## src/rtl/ble_pkg.sv

```systemverilog
`timescale 1ns/1ps
package ble_pkg;
  // symbol kinds held in the delay line
  typedef enum logic [2:0] {
    SYM_HOLD = 3'd0,  // zero that may not be substituted
    SYM_ZERO = 3'd1,  // plain zero, candidate for substitution
    SYM_MARK = 3'd2,  // data one
    SYM_BIP  = 3'd3,  // balancing pulse of a substitution code
    SYM_VIOL = 3'd4   // violation pulse of a substitution code
  } sym_t;

  localparam int CFG_FIELDS = 5;
  localparam int F_MSEL = 0;
  localparam int F_SREQ = 1;
  localparam int F_BPV  = 2;
  localparam int F_EXZ  = 3;
  localparam int F_ZOFF = 4;
  localparam int LINE_DEPTH = 4;
endpackage

```

## src/rtl/ble_ctrl.sv

```systemverilog
`timescale 1ns/1ps
module ble_ctrl
  import ble_pkg::*;
#(
  parameter int CFG_W = 8
) (
  input  logic             clk,
  input  logic             rst,
  input  logic             cfg_we,
  input  logic [CFG_W-1:0] cfg_wdata,
  input  logic             manual_err,
  input  logic             bpv_take,
  input  logic             exz_take,
  output logic [CFG_W-1:0] cfg_rdata,
  output logic             zs_off,
  output logic             bpv_arm,
  output logic             exz_arm
);
  logic [CFG_FIELDS-1:0] cfg_q;
  logic req_prev, bpv_pend, exz_pend;
  logic req_src, req_rise;

  logic unused_wr_hi;
  assign unused_wr_hi = ^cfg_wdata[CFG_W-1:CFG_FIELDS];

  // edge detection is done after the source mux
  assign req_src  = cfg_q[F_MSEL] ? manual_err : cfg_q[F_SREQ];
  assign req_rise = req_src & ~req_prev;

  always_ff @(posedge clk) begin
    if (rst) begin
      cfg_q    <= '0;
      req_prev <= 1'b0;
      bpv_pend <= 1'b0;
      exz_pend <= 1'b0;
    end else begin
      if (cfg_we) cfg_q <= cfg_wdata[CFG_FIELDS-1:0];
      req_prev <= req_src;
      bpv_pend <= (bpv_pend & ~bpv_take) | (req_rise & cfg_q[F_BPV]);
      exz_pend <= (exz_pend & ~exz_take) | (req_rise & cfg_q[F_EXZ]);
    end
  end

  assign cfg_rdata = CFG_W'(cfg_q);
  assign zs_off    = cfg_q[F_ZOFF];
  assign bpv_arm   = bpv_pend & cfg_q[F_BPV];
  assign exz_arm   = exz_pend & cfg_q[F_EXZ];
endmodule

```

## src/rtl/ble_subst.sv

```systemverilog
`timescale 1ns/1ps
module ble_subst
  import ble_pkg::*;
(
  input  logic clk,
  input  logic rst,
  input  logic in_valid,
  input  logic in_bit,
  input  logic hdb3,
  input  logic zs_off,
  input  logic exz_arm,
  output sym_t out_sym,
  output logic exz_take
);
  sym_t slot_q [LINE_DEPTH];
  sym_t slot_d [LINE_DEPTH];
  logic par_q;
  logic run_full, subst_hit;
  int   last_idx;

  assign last_idx = hdb3 ? LINE_DEPTH - 1 : LINE_DEPTH - 2;
  assign out_sym  = slot_q[last_idx];

  // the incoming zero completes a run of substitutable zeros
  assign run_full  = !in_bit && slot_q[0] == SYM_ZERO && slot_q[1] == SYM_ZERO &&
                     (hdb3 ? slot_q[2] == SYM_ZERO : 1'b1);
  assign subst_hit = in_valid && !zs_off && run_full;
  assign exz_take  = subst_hit && exz_arm;

  always_comb begin
    slot_d[0] = in_bit ? SYM_MARK : SYM_ZERO;
    for (int k = 1; k < LINE_DEPTH; k++) slot_d[k] = slot_q[k-1];
    if (subst_hit) begin
      if (exz_take) begin
        for (int k = 0; k < LINE_DEPTH; k++)
          if (k <= last_idx) slot_d[k] = SYM_HOLD;
      end else begin
        slot_d[0] = SYM_VIOL;
        if (!par_q) slot_d[last_idx] = SYM_BIP;
      end
    end
  end

  always_ff @(posedge clk) begin
    if (rst) begin
      for (int k = 0; k < LINE_DEPTH; k++) slot_q[k] <= SYM_HOLD;
      par_q <= 1'b0;
    end else if (in_valid) begin
      for (int k = 0; k < LINE_DEPTH; k++) slot_q[k] <= slot_d[k];
      if (subst_hit && !exz_take) par_q <= 1'b0;
      else if (in_bit)            par_q <= ~par_q;
    end
  end
endmodule

```

## src/rtl/ble_ami.sv

```systemverilog
`timescale 1ns/1ps
module ble_ami
  import ble_pkg::*;
(
  input  logic clk,
  input  logic rst,
  input  logic in_valid,
  input  sym_t sym,
  input  logic bpv_arm,
  output logic bpv_take,
  output logic pos_o,
  output logic neg_o,
  output logic vld_o
);
  logic last_pos, pulse, same, pol;

  assign bpv_take = in_valid && sym == SYM_MARK && bpv_arm;
  assign pulse    = sym == SYM_MARK || sym == SYM_BIP || sym == SYM_VIOL;
  assign same     = sym == SYM_VIOL || bpv_take;
  assign pol      = same ? last_pos : ~last_pos;

  always_ff @(posedge clk) begin
    if (rst) begin
      last_pos <= 1'b0;
      pos_o    <= 1'b0;
      neg_o    <= 1'b0;
      vld_o    <= 1'b0;
    end else begin
      vld_o <= in_valid;
      if (in_valid) begin
        pos_o <= pulse & pol;
        neg_o <= pulse & ~pol;
        if (pulse) last_pos <= pol;
      end else begin
        pos_o <= 1'b0;
        neg_o <= 1'b0;
      end
    end
  end
endmodule

```

## src/rtl/bipolar_line_encoder.sv

```systemverilog
`timescale 1ns/1ps
module bipolar_line_encoder
  import ble_pkg::*;
#(
  parameter int CFG_W = 8
) (
  input  logic             clk,
  input  logic             rst,
  input  logic             cfg_we,
  input  logic [CFG_W-1:0] cfg_wdata,
  output logic [CFG_W-1:0] cfg_rdata,
  input  logic             line_hdb3,
  input  logic             manual_err,
  input  logic             in_valid,
  input  logic             in_bit,
  output logic             pos_out,
  output logic             neg_out,
  output logic             out_valid
);
  logic zs_off, bpv_arm, exz_arm, bpv_take, exz_take;
  sym_t line_sym;

  ble_ctrl #(.CFG_W(CFG_W)) u_ctrl (
    .clk(clk), .rst(rst), .cfg_we(cfg_we), .cfg_wdata(cfg_wdata),
    .manual_err(manual_err), .bpv_take(bpv_take), .exz_take(exz_take),
    .cfg_rdata(cfg_rdata), .zs_off(zs_off), .bpv_arm(bpv_arm), .exz_arm(exz_arm)
  );

  ble_subst u_subst (
    .clk(clk), .rst(rst), .in_valid(in_valid), .in_bit(in_bit),
    .hdb3(line_hdb3), .zs_off(zs_off), .exz_arm(exz_arm),
    .out_sym(line_sym), .exz_take(exz_take)
  );

  ble_ami u_ami (
    .clk(clk), .rst(rst), .in_valid(in_valid), .sym(line_sym),
    .bpv_arm(bpv_arm), .bpv_take(bpv_take),
    .pos_o(pos_out), .neg_o(neg_out), .vld_o(out_valid)
  );
endmodule

```

## config.mk

```make
export PLATFORM = sky130hd
export DESIGN_NAME = bipolar_line_encoder
export DESIGN_NICKNAME = d
export VERILOG_FILES = /design/src/rtl/ble_pkg.sv /design/src/rtl/ble_ctrl.sv /design/src/rtl/ble_subst.sv /design/src/rtl/ble_ami.sv /design/src/rtl/bipolar_line_encoder.sv
export SDC_FILE = /design/constraint.sdc
export NUM_CORES = 1
export LEC_CHECK = 0
export BUFFER_PORTS_ARGS = -buffer_cell sky130_fd_sc_hd__buf_2
export CORE_ASPECT_RATIO = 0.7
export CORE_UTILIZATION = 55
export CTS_BUF_LIST = sky130_fd_sc_hd__clkbuf_8
export DETAILED_ROUTE_END_ITERATION = 8
export PLACE_DENSITY = 0.89
export SLEW_MARGIN = 30
export SYNTH_ARGS = -nofsm -noshare
export SYNTH_HDL_FRONTEND = slang
export SYNTH_SLANG_ARGS = --single-unit
export TNS_END_PERCENT = 20
```

## constraint.sdc

```tcl
create_clock -name clk -period 3.9 [get_ports clk]
set_clock_uncertainty 0.05 [all_clocks]
set_input_delay 0.585 -clock clk [delete_from_list [all_inputs] [get_ports clk]]
set_output_delay 0.585 -clock clk [all_outputs]
set_load 0.005 [all_outputs]
```

* Yosys cells after proc, flatten, opt, wreduce, memory -nomap -nowiden
Memories as Yosys holds them, arrays and structs flattened.
Cells that the tools add are included.
** Storage, ports and cells
- RAM bits :: 12
- Memories kept :: 1
- Bits of input ports :: 15
- Register bits :: 13
** Cells by class
- Equality and inequality tests :: 6
- Reduce and logical (&&, ||, !) cells :: 20
- Bitwise operators :: 26
- Muxes and demuxes :: 25
- Magnitude comparators :: 6
** Memory list
- u_subst.slot_q :: words 4, width 3, rd ports 4, clocked after Yosys merged registers in 0, write ports 4, RTL line ble_subst.sv:15 : sym_t slot_q [LINE_DEPTH];
** Operators with widths (count)
- less-or-equal comparator 3 x 32 -> 1 bit, first input constant :: 2
- 2-to-1 mux 12 bit :: 3
- greater-or-equal comparator 32 x 3 -> 1 bit, second input constant :: 1
- less-or-equal comparator 1 x 32 -> 1 bit, first input constant :: 1
- less-or-equal comparator 2 x 32 -> 1 bit, first input constant :: 1
- less-than comparator 32 x 1 -> 1 bit, second input constant :: 1
- NOT 32 bit :: 1
- 2-to-1 mux 3 bit :: 9
- 2-to-1 mux 1 bit :: 11
- logical AND 1 bit :: 10
- bitwise AND 1 bit :: 9
- equality test 3 x 1 -> 1 bit, second input constant :: 3
- OR 6 x 8 -> 8 bit :: 1
- NOT 1 bit :: 7
- demux 3 bit (select 2 bit) :: 1
- equality test 3 x 2 -> 1 bit, second input constant :: 2
- OR 1 bit :: 6
- bitwise AND 4 bit :: 1
- NOT 4 bit :: 1
- AND reduction 2 bit :: 2
- equality test 3 bit, second input constant :: 1
- logical NOT 1 bit :: 3
- logical OR 1 bit :: 3
- 2-to-1 mux 2 bit :: 1
- other kinds (2) :: 2

* Depth between registers and ports, before layout
- Word-level depth :: 12
- Gate-level depth with buffers :: 5
- Mapped depth without buffers :: 4

* Cells and area by module
Synthesis repeated with hierarchy kept, for this count alone.
** Second synthesis, totals
- Cells, all modules :: 104
- Area total of the unflattened synthesis :: 1168.6 µm²
** By module, submodules not included
- ble_subst :: sequential area each 380.4 µm², area an instance 626.9 µm², cells an instance 48, instances 1
- ble_ctrl :: sequential area each 160.2 µm², area an instance 342.8 µm², cells an instance 34, instances 1
- ble_ami :: sequential area each 80.1 µm², area an instance 198.9 µm², cells an instance 22, instances 1

* Worst setup path before layout
No wires, ideal clock.
- Path type :: input to register
- Start point :: input port in_bit
- End point :: memory u_subst.slot_q[1][0] in the netlist's numbering, data pin
- Setup slack :: 1.821 ns
- Data required time :: 3.595 ns
- Setup time :: 0.255 ns
- Buffers on the path :: 0
- Data arrival time :: 1.775 ns
- Cell stages on the path :: 4
- Cells stage by stage :: or3_1 -> a2111oi_4 -> a31oi_2 -> and2_1
** RTL lines
- from (decl) :: RTL line bipolar_line_encoder.sv:15 : input logic in_bit,
- to (decl) :: RTL line ble_subst.sv:15

==> impl_metrics.json <==
{
  "finalPower_w": 0.000503,
  "antenna_cells": 0,
  "clock-sinks": 25,
  "finalSetupViolCount": 0,
  "yosysTopAreaCellShare_pct": 32.0,
  "boundaryPins": 26,
  "hold_viol_final": 0,
  "postPlaceCellArea_um2": 1210,
  "ys.warnings.count": 0,
  "via_count": 785,
  "p_leak_nw": 0.512,
  "dp_hpwl_mm": 1.50,
  "max_stage_delay_ns": 0.56,
  "drv_cap": 0,
  "io_buffers": 19,
  "gp_congestion": 0.772,
  "post-route-util_pct": 66.7,
  "cp.required_ns": 3.88,
  "wl_per_cell_um": 14.4,
  "die_area_um2": 2230,
  "fin_crit_ns": 2.14,
  "dr.pass1.iters": 4,
  "crit_path_top_delay_cell": "a2111oi_4",
  "finalMaxSlewViolations": 0,
  "cts_hold_buf": 0,
  "antenna_found_initial": 0,
  "drc_errors": 0,
  "ys_seq_elements": 25,
  "path_class": "reg -> reg",
  "tritoncts": "built",
  "slew-limit-headroom_pct": 66.3,
  "status": "completed",
  "clk_transition_reported_paths_ns": 0.08,
  "rsz0062_at_grt": "false",
  "syn_avg_cell_area_um2": 11.1,
  "track_usage_pct": 19.3,
  "synth-seq-area-share_pct": 55.2,
  "die_h_um": 39.8,
  "crit_arrival_ns": 2.12,
  "end_kind": "flip-flop",
  "layout_worst_path_cycle_share_pct": 55.0,
  "final_cell_area_um2": 1260,
  "insertion_delay_ns": 0.27,
  "netlist_instances": 101,
  "area_growth_pct": 11.9,
  "cts_resized": 0,
  "first_iter_violations": 38,
  "power_density_nw_per_um2": 399,
  "drive_above_1_share_pct": 23.5,
  "dp.cells": 137,
  "cts_root_buf": "clkbuf_8",
  "fin_cells": 141,
  "cp-start-kind": "flip-flop",
  "yosysTopAreaCell": "edfxtp_1",
  "num_rows": 13,
  "viasPerCell": 5.57,
  "post_cts.repair.setup_buffers": 0,
  "grt_overflow": 0,
  "grt_start_max_net_pins": 14,
  "critPathBufInv": 0,
  "grt_pass1_wl_mm": 3.00,
  "hp-class": "reg -> reg",
  "grt_pass1_vias": 649,
  "wirelength_mm": 2.03,
  "ys_types": 33,
  "crit_fanout": 7,
  "ant_nets": 0,
  "htree_levels": 1,
  "cts_max_path_buffers": 2,
  "numCtsBuffers": 3,
  "fmax_mhz": 466,
  "synth_area_um2": 1120,
  "fin_tns_setup_ns": 0,
  "crit_family": "compound AO/OA/AOI/OAI gates",
  "core_area_um2": 1890,
  "crit_chain": "or3b_4, a2111oi_4, a31oi_2, and2_1",
  "yosys-top-cells-area": "edfxtp_1, dfxtp_1, mux2i_1",
  "die_w_um": 56.1,
  "nets": 135,
  "initial_core_util_pct": 59.6,
  "peakVddDrop_mv": 0.340,
  "tightest_slew_ns": 0.505
}
## kinds of logic after synthesis
kind of cell / synth area share (%)
AOI/OAI and AO/OA: 11.3
xor gates and xnor gates: 1.56
buffers and inverters: 4.34
DFF: 55.2
muxes: 7.23
other: 0.333
and+or+nand+nor: 20.0
## report_power, final
part	internal (W)	switching [W]	total, W
clock network	0.0000704	0.0000774	0.000148
registers	0.000291	0.0000113	0.000303
logic	0.0000239	0.0000285	0.0000523
total	0.000386	0.000117	0.000503
## metrics by stage
stage / worst slack [ns] / hold slack, ns
2_1_floorplan: 1.82 / 0.400
3_3_place_gp: 1.57 / 0.425
3_5_place_dp: 1.52 / 0.440
4_1_cts: 1.77 / 0.459
5_1_grt: 1.67 / 0.508
6_report: 1.76 / 0.472
## Yosys cell counts, drive strengths merged
master / number
a21oi: 2
conb: 1
o21ai: 2
mux2i: 7
clkbuf: 3
xnor2: 1
edfxtp: 12
and2: 7
nand2: 6
nor4b: 2
inv: 2
a31oi: 2
nor3: 1
dfxtp: 13
mux2: 1
nand2b: 4
or2: 2
nand4bb: 1
o22ai: 2
nor3b: 1
buf: 4
nor2: 13
a41oi: 2
a2111oi: 1
o21a: 2
or3: 1
o221ai: 1
and3b: 1
a211oi: 1
or3b: 1
nand3: 1
xor2: 1
## worst paths after layout
path / depth (start not counted) / endpoint / from / slack [ns]
setup / recovery: 4 / u_subst.slot_q[1][1] / u_subst.slot_q[2][1] / 1.76
hold reg to reg: 2 / u_ctrl.bpv_pend / u_ctrl.bpv_pend / 0.47
setup reg to reg: 4 / u_subst.slot_q[1][1] / u_subst.slot_q[2][1] / 1.76
hold / removal: 2 / u_ctrl.bpv_pend / u_ctrl.bpv_pend / 0.47
## cell usage in the layout (no fill, tap or decap), drive strengths merged, types with 2 or more instances in the layout
master   n
a21oi    2
a31oi    2
a41oi    2
and2     7
buf     19
clkbuf   3
conb     3
dfxtp   13
edfxtp  12
inv      3
mux2i    7
nand2    6
nand2b   4
nor2    13
nor4b    2
o21a     2
o21ai    2
o22ai    2
or2      2
## tightest hold or removal path: cells and delay by family, from the launching register on
kind,cells,cell delay (ns)
AOI/OAI and AO/OA,2,0.15
DFF,1,0.32
## cell type report
type                            instances  area [um2]
Clock buffer                            3        41.3
Clock inverter                          1        3.75
Fill cell                             153         628
Inverter                                2        7.51
Multi-Input combinational cell         69         463
Sequential cell                        25         621
Tap cell                               22        27.5
Timing Repair Buffer                   19        95.1
## registers in the layout, indices dropped and copies added (netlist names)
register and flops:
u_ctrl.cfg_q 5, u_ami.vld_o 1, u_ctrl.bpv_pend 1, u_subst.slot_q 12
u_ami.last_pos 1, u_subst.par_q 1, u_ctrl.exz_pend 1, u_ctrl.req_prev 1
u_ami.pos_o 1, u_ami.neg_o 1
## layer usage
| metal | up-vias | part of all wire (%) | wire length (um) | GRT usage (%) |
|---|---|---|---|---|
| li1 | 389 | - | - | - |
| met1 | 375 | 47 | 961 | 24.9 |
| met2 | 17 | 48 | 969 | 30.4 |
| met3 | 4 | 3.4 | 69 | 7.26 |
| met4 | 0 | 1.4 | 28 | 6.10 |
| met5 | - | 0 | 0 | 0 |
No activity file was read; power rests on OpenSTA's default activity.
